## src/rtl/vm_branch_unit.sv

```systemverilog
module vm_branch_unit #(
  parameter int PCW  = 32,
  parameter int DW   = 64,
  parameter int IMMW = 32,
  parameter int OFFW = 16
) (
  input  logic            clk,
  input  logic            rst_n,
  input  logic            issue,
  input  logic [7:0]      opcode,
  input  logic [OFFW-1:0] offset,
  input  logic [IMMW-1:0] imm,
  input  logic [DW-1:0]   dst_val,
  input  logic [DW-1:0]   src_val,
  input  logic [PCW-1:0]  pc,
  output logic            taken,
  output logic [PCW-1:0]  next_pc,
  output logic            call_pulse,
  output logic [IMMW-1:0] helper_id,
  output logic            exit_pulse,
  output logic            illegal
);
  localparam int HW = DW / 2;

  logic [2:0] cls;
  logic [3:0] cond;
  logic wide, narrow;
  assign cls    = opcode[2:0];
  assign cond   = opcode[7:4];
  assign wide   = (cls == 3'd5);
  assign narrow = (cls == 3'd6);

  logic [DW-1:0] imm_ext, rhs;
  assign imm_ext = {{(DW-IMMW){imm[IMMW-1]}}, imm};
  assign rhs     = opcode[3] ? src_val : imm_ext;

  logic [DW-1:0] a_u, b_u, a_s, b_s;
  assign a_u = narrow ? {{HW{1'b0}}, dst_val[HW-1:0]} : dst_val;
  assign b_u = narrow ? {{HW{1'b0}}, rhs[HW-1:0]}     : rhs;
  assign a_s = narrow ? {{HW{dst_val[HW-1]}}, dst_val[HW-1:0]} : dst_val;
  assign b_s = narrow ? {{HW{rhs[HW-1]}}, rhs[HW-1:0]}         : rhs;

  logic eq, ugt, sgt, bits;
  assign eq   = (a_u == b_u);
  assign ugt  = (a_u > b_u);
  assign sgt  = ($signed(a_s) > $signed(b_s));
  assign bits = |(a_u & b_u);

  logic go, is_call, is_exit, bad;
  always_comb begin
    go      = 1'b0;
    is_call = 1'b0;
    is_exit = 1'b0;
    bad     = 1'b0;
    case (cond)
      4'h0: if (wide) go = 1'b1; else bad = 1'b1;
      4'h1: go = eq;
      4'h2: go = ugt;
      4'h3: go = ugt | eq;
      4'h4: go = bits;
      4'h5: go = !eq;
      4'h6: go = sgt;
      4'h7: go = sgt | eq;
      4'h8: is_call = 1'b1;
      4'h9: if (wide) is_exit = 1'b1; else bad = 1'b1;
      4'ha: go = !(ugt | eq);
      4'hb: go = !ugt;
      4'hc: go = !(sgt | eq);
      4'hd: go = !sgt;
      default: bad = 1'b1;
    endcase
    if (!(wide || narrow)) begin
      bad     = 1'b1;
      go      = 1'b0;
      is_call = 1'b0;
      is_exit = 1'b0;
    end
  end

  logic [PCW-1:0] pc_inc, pc_jump;
  assign pc_inc  = pc + 1'b1;
  assign pc_jump = pc_inc + {{(PCW-OFFW){offset[OFFW-1]}}, offset};

  always_ff @(posedge clk) begin
    if (!rst_n) begin
      taken      <= 1'b0;
      next_pc    <= '0;
      call_pulse <= 1'b0;
      helper_id  <= '0;
      exit_pulse <= 1'b0;
      illegal    <= 1'b0;
    end else begin
      taken      <= issue & go;
      call_pulse <= issue & is_call;
      exit_pulse <= issue & is_exit;
      illegal    <= issue & bad;
      if (issue) next_pc <= go ? pc_jump : pc_inc;
      if (issue && is_call) helper_id <= imm;
    end
  end

  AST_IDLE_QUIET: assert property (@(posedge clk) disable iff (!rst_n)
    !issue |=> !(taken || call_pulse || exit_pulse || illegal));
  AST_ONE_OUTCOME: assert property (@(posedge clk) disable iff (!rst_n)
    $onehot0({taken, call_pulse, exit_pulse, illegal}));
  AST_FALLTHROUGH_PC: assert property (@(posedge clk) disable iff (!rst_n)
    issue |=> (taken || next_pc == $past(pc_inc)));
  AST_CALL_NEEDS_ISSUE: assert property (@(posedge clk) disable iff (!rst_n)
    call_pulse |-> $past(issue));
  AST_NO_NARROW_EXIT: assert property (@(posedge clk) disable iff (!rst_n)
    (issue && narrow) |=> !exit_pulse);
endmodule

```

## config.mk

```make
export PLATFORM = sky130hd
export DESIGN_NAME = vm_branch_unit
export DESIGN_NICKNAME = d
export VERILOG_FILES = /design/src/rtl/vm_branch_unit.sv
export SDC_FILE = /design/constraint.sdc
export NUM_CORES = 1
export LEC_CHECK = 0
export ABC_AREA = 1
export CORE_AREA = 4 4 149 151
export CTS_CLUSTER_DIAMETER = 80
export DETAILED_ROUTE_END_ITERATION = 10
export DIE_AREA = 0 0 153 155
export HOLD_SLACK_MARGIN = 0.12
export PLACE_DENSITY = 0.9
export SLEW_MARGIN = 10
export SYNTH_ARGS = -nofsm -noshare
export SYNTH_HDL_FRONTEND = slang
export SYNTH_SLANG_ARGS = --single-unit
```

## constraint.sdc

```tcl
create_clock -name clk -period 5.82 [get_ports clk]
set_input_delay 1.455 -clock clk [delete_from_list [all_inputs] [get_ports clk]]
set_output_delay 1.455 -clock clk [all_outputs]
set_load 0.01 [all_outputs]
```

* Yosys cells after proc, flatten, opt, wreduce, memory -nomap -nowiden
Index checks and enable logic that the tools add are counted.
Word-level totals: register bits after elaboration 68, bits in latches 0, memory bits (writable) 0, bits in read-only memories 0, output and inout port bits 68, memories 0
Operators by class: add/sub/neg operators 2, multipliers 0, div/mod/pow operators 0, order comparisons 2, eq/ne operators 16, shifts and indexed selects 0, multiplexer cells 16, bitwise operators 7, reductions and logical operators 11
Operator list (count):
- 2-to-1 mux 64 bit | 5
- > comparator 64 bit | 2
- bitwise AND 64 bit | 1
- == test 64 bit | 1
- OR reduction 64 bit | 1
- adder 32 x 1 -> 32 bit (second input constant) | 1
- adder 32 bit | 1
- 2-to-1 mux 32 bit | 1
- == test 4 bit (second input constant) | 6
- == test 4 x 3 -> 1 bit (second input constant) | 4
- case mux 1 bit (12 select lines) | 1
- OR reduction 12 bit | 1
- == test 4 x 2 -> 1 bit (second input constant) | 2
- 2-to-1 mux 1 bit | 8
- == test 3 bit (second input constant) | 2
- logical NOT 1 bit | 5
- bitwise AND 1 bit | 4
- == test 4 x 1 -> 1 bit (second input constant) | 1
- logical NOT 4 bit | 1
- bitwise OR 1 bit | 2
- case mux 1 bit (2 select lines) | 1
- OR reduction 2 bit | 1
- logical AND 1 bit | 1
- logical OR 1 bit | 1

* Longest topological paths before layout
depth after elaboration 8, mapped depth 31, gate-level depth less buffers 29

* Least setup slack after synthesis
OpenSTA, ideal clock, no wires.
path kind input -> register, start point in opcode[3], end point reg next_pc[31], arrival time 4.571 ns, required time 5.711 ns, setup slack 1.140 ns, stages 28, cell sequence inv_1 > nor2_1 > or2_2 > nor2_1 > inv_1 > clkbuf_1 > nand2_1 > inv_1 > ha_1 > nand2_1 > nor4_1 > nand2_1 > nor2_2 > nand2_1 > nand2_1 > nand2_1 > nand2_1 > nand2_1 > nand2_1 > nand2_1 > nor2_2 > nand2_2 > buf_6 > buf_6 > nand3_1 > nand3_1 > nand2_1 > inv_1
On the way: cells in the longest elaborated chain, start to end 8, elaborated cells on any way between the ends 18, those cells by class order compare (2); eq/ne (1); mux (6); bitwise (3); reduce/logical (6)
RTL lines:
- start, declared | RTL line 10 | input logic [7:0] opcode,
- 2-to-1 mux 64 bit (*) | RTL line 35 | assign rhs = opcode[3] ? src_val : imm_ext;
- 2-to-1 mux 64 bit, on equally long branches | RTL line 41, 39
- > comparator 64 bit (tied with other cells) | RTL line 46 | assign sgt = ($signed(a_s) > $signed(b_s));
- bitwise OR 1 bit, on equally long branches
- logical NOT 1 bit, on equally long branches | RTL line 68, 66
- case mux 1 bit (12 select lines) (*) | RTL line 55 | case (cond)
- 2-to-1 mux 1 bit (*) | RTL line 72 | if (!(wide || narrow)) begin
- 2-to-1 mux 32 bit (*) | RTL line 97 | if (issue) next_pc <= go ? pc_jump : pc_inc;
- end signal, assigned | RTL line 97
- end, declared | RTL line 17 | output logic [PCW-1:0] next_pc,
Every way passes the cells marked *; elsewhere a longest branch is shown, timed or not. A chain may end at the register's enable or synchronous reset.

* Final worst setup path
start point in opcode[1], end point reg next_pc[20]
On the way: cells in the longest elaborated chain, start to end 8, elaborated cells on any way between the ends 23, those cells by class order compare (2); eq/ne (3); mux (8); bitwise (3); reduce/logical (7)
RTL lines:
- == test 3 bit | RTL line 31 | assign narrow = (cls == 3'd6);
- 2-to-1 mux 64 bit, on equally long branches
- > comparator 64 bit (tied with other cells) | RTL line 46
- bitwise OR 1 bit, on equally long branches
- logical NOT 1 bit, on equally long branches | RTL line 68, 66
- case mux 1 bit (12 select lines) | RTL line 55
- 2-to-1 mux 1 bit (*) | RTL line 72
- 2-to-1 mux 32 bit (*) | RTL line 97
Marks and branches as above.

==> impl_metrics.py <==
metrics = {
    "setup_path": {
        "start_kind": "primary input",
        "crit_top_cell": "nand2_1",
        "cp_max_fo": 28,
        "ff2ff_setup_slack_ns": 5.11,
        "path_buf_inv": 7,
        "cp-end-kind": "flip-flop",
        "crit_family": "simple AND/OR/NAND/NOR gates",
        "required_ns": 6.01,
        "arrival_ns": 5.52,
        "slowest_delay_ns": 0.50,
        "critPathKind": "in2reg",
        "cp_slowest_cell": "clkdlybuf4s50_1",
    },
    "clocking": {
        "cts_made_buffers": 9,
        "clock_sinks": 68,
        "postCtsSetupRepairBufs": 0,
        "cts_resized": 0,
        "root_buffer": "clkbuf_16",
        "clkTransAtPathRegs_ns": 0.06,
        "insertion_delay_ns": 0.34,
        "tritoncts": "done",
        "ctsHoldBuffers": 0,
        "h-tree-depth": 3,
        "clockBufferDepth": 2,
    },
    "sta": {
        "slew_headroom_pct": 28.0,
        "tns_ns": 0,
        "finClkSkew_ns": 0,
        "fmax_ghz": 0.187,
        "hold-worst-slack_ns": 0.465,
        "fin_ws_ns": 0.481,
        "tightest_slew_ns": 1.07,
        "rsz0062_at_grt": "false",
        "finalMaxSlewViolations": 0,
        "finalCriticalPeriod_ns": 5.34,
        "timing.final.crit_share_pct": 91.7,
        "final_hold_viol_count": 0,
        "finalSetupViolations": 0,
    },
    "logic_synthesis": {
        "synth_enable_flop_cells": 0,
        "synth-async-reset-ratio_pct": 0,
        "yosysMostFrequentCell": "nand2_1",
        "yosysWarnings": 0,
        "synth_top_flop_cell": "dfxtp_1",
        "yosys.area.top_type": "ha_1",
        "syn_area_um2": 10400,
        "synth_common_cells": "nand2_1 (304), nor2_1 (245), inv_1 (243), ha_1 (192), o21ai_0 (140)",
        "synth.top_cell.area_share_pct": 23.2,
        "synth_nets": 2071,
        "yosysUniqueCellTypes": 47,
        "syn_inst": 1659,
        "synth.avg_cell_area_um2": 6.24,
        "ys_ff_latch": 68,
        "ys_seq_area_share_pct": 13.1,
        "synth_area_leaders": "ha_1 (23%), dfxtp_1 (13%), nand2_1 (11%)",
    },
    "die": {
        "io_pins": 287,
        "core-area_um2": 20800,
        "die_h_um": 155,
        "core.rowCount": 53,
        "die-area_um2": 23700,
        "start_util_pct": 49.7,
        "die_width_um": 153,
    },
    "pwr": {
        "p_leak_nw": 6.90,
        "peakVddDrop_mv": 0.109,
        "power.total_mw": 2.08,
        "power_per_cell_area_nw_per_um2": 151,
        "p_sw_share_pct": 38.9,
        "p_seq_share_pct": 24.1,
        "p_int_mw": 1.27,
        "power_frac_comb_pct": 48.2,
        "clock_power_share_pct": 27.7,
        "p_switching_uw": 809,
    },
    "global_route": {
        "use_met2_pct": 47.1,
        "grt_pass1_vias": 11100,
        "overflow": 0,
        "grt_pass1_wl_um": 53500,
        "use_met3_pct": 4.23,
        "busiest_layer": "met2",
        "antenna_found_initial": 2,
        "grt_max_degree": 65,
        "track_usage_pct": 27.0,
        "met1_usage_pct": 33.1,
    },
    "final_layout": {
        "fin_area_um2": 13800,
        "num-fill-cells": 1801,
        "area_delta_synth_final_pct": 32.9,
        "drive_gt1_share_pct": 7.49,
        "final_cells": 2198,
        "final_net_count": 2330,
        "fin_util_pct": 66.1,
        "antenna_cells": 0,
    },
    "min_path": {
        "hold_path_class": "reg2reg",
    },
    "flow_run": {
        "max_cap_viol_count": 0,
    },
    "routing": {
        "wl_per_cell_um": 15.4,
        "drt_wl_total_um": 33900,
        "vias_per_cell": 5.29,
        "route.detailed.drc": 0,
        "routed-via-count": 11600,
        "drt_iter0_markers": 854,
        "first_pass_iters": 6,
        "ant_nets": 0,
    },
    "placed_design": {
        "gp_congestion": 1.00,
        "dpl_cell_area_um2": 13400,
        "place_ws_ns": -0.00629,
        "numPortBuffers": 286,
        "dp_hpwl_um": 27900,
        "dp.cells": 2182,
    },
    "run_status": {
        "status": "finished clean",
    },
}
worst reg2reg max path, delay by kind of cell (launching register included):
| family | cells | cell delay [ns] |
|---|---|---|
| simple gates | 1 | 0.08 |
| compound gates | 1 | 0.15 |
| flops | 1 | 0.39 |
cell families (layout without fill, tap and decap cells):
group	Yosys count	in the layout	synth area share, %
AND/OR/NAND/NOR	763	763	33.2
buffers and inverters	305	569	11.6
flip-flops	68	68	13.1
XOR/XNOR	50	50	4.23
adder cells (fa/ha/maj)	193	193	23.4
AO/OA/AOI/OAI	280	280	14.5
cells in the final DEF, fill, tap and decap left out, drive strengths merged, types with 16 or more instances in the layout:
master	netlist	layout
nand2	312	312
clkdlybuf4s50	0	286
nor2	262	262
inv	249	253
ha	192	192
o21ai	145	145
a21oi	102	102
nand3	90	90
dfxtp	68	68
or2	47	47
xor2	32	32
nand4	28	28
xnor2	18	18
nor3	16	16
registers in the layout, indices dropped and copies added (netlist names):
name and cells:
call_pulse 1, taken 1, illegal 1, helper_id 32, exit_pulse 1, next_pc 32
cell type report:
cell class / count / area [um2] / share of cell area, %
clock buffers: 9 / 225 / 1.64
multi-input cells: 1286 / 7830 / 56.8
well taps: 275 / 344 / 2.50
clock inverters: 7 / 82.6 / 0.600
flip-flops and latches: 68 / 1360 / 9.89
repair buffers: 300 / 2980 / 21.6
inverters: 253 / 950 / 6.90
per-layer routing:
| layer | wire (um) | vias to the layer above |
|---|---|---|
| met5 | 30 | - |
| met4 | 1410 | 4 |
| met3 | 2410 | 90 |
| met2 | 15900 | 468 |
| met1 | 14200 | 5231 |
| li1 | - | 5836 |
final timing paths:
kind | end | cells past startpoint | start
worst max-delay path | next_pc[20]$_SDFFE_PN0P_ | 28 | opcode[1]
worst min-delay path | next_pc[18]$_SDFFE_PN0P_ | 2 | next_pc[18]$_SDFFE_PN0P_
worst max register to register | next_pc[13]$_SDFFE_PN0P_ | 2 | next_pc[13]$_SDFFE_PN0P_
worst min register to register | next_pc[18]$_SDFFE_PN0P_ | 2 | next_pc[18]$_SDFFE_PN0P_
power groups by stage:
stage                     combinational, mW  sequential, mW  clock (mW)
after detailed placement              0.986           0.512           0
final                                  1.00           0.501       0.576
after CTS                             0.993           0.502       0.586
after floorplan                       0.620           0.517           0
after global placement                0.956           0.512           0
after global routing                   1.12           0.503       0.601
No activity file was read; power rests on OpenSTA's default activity.
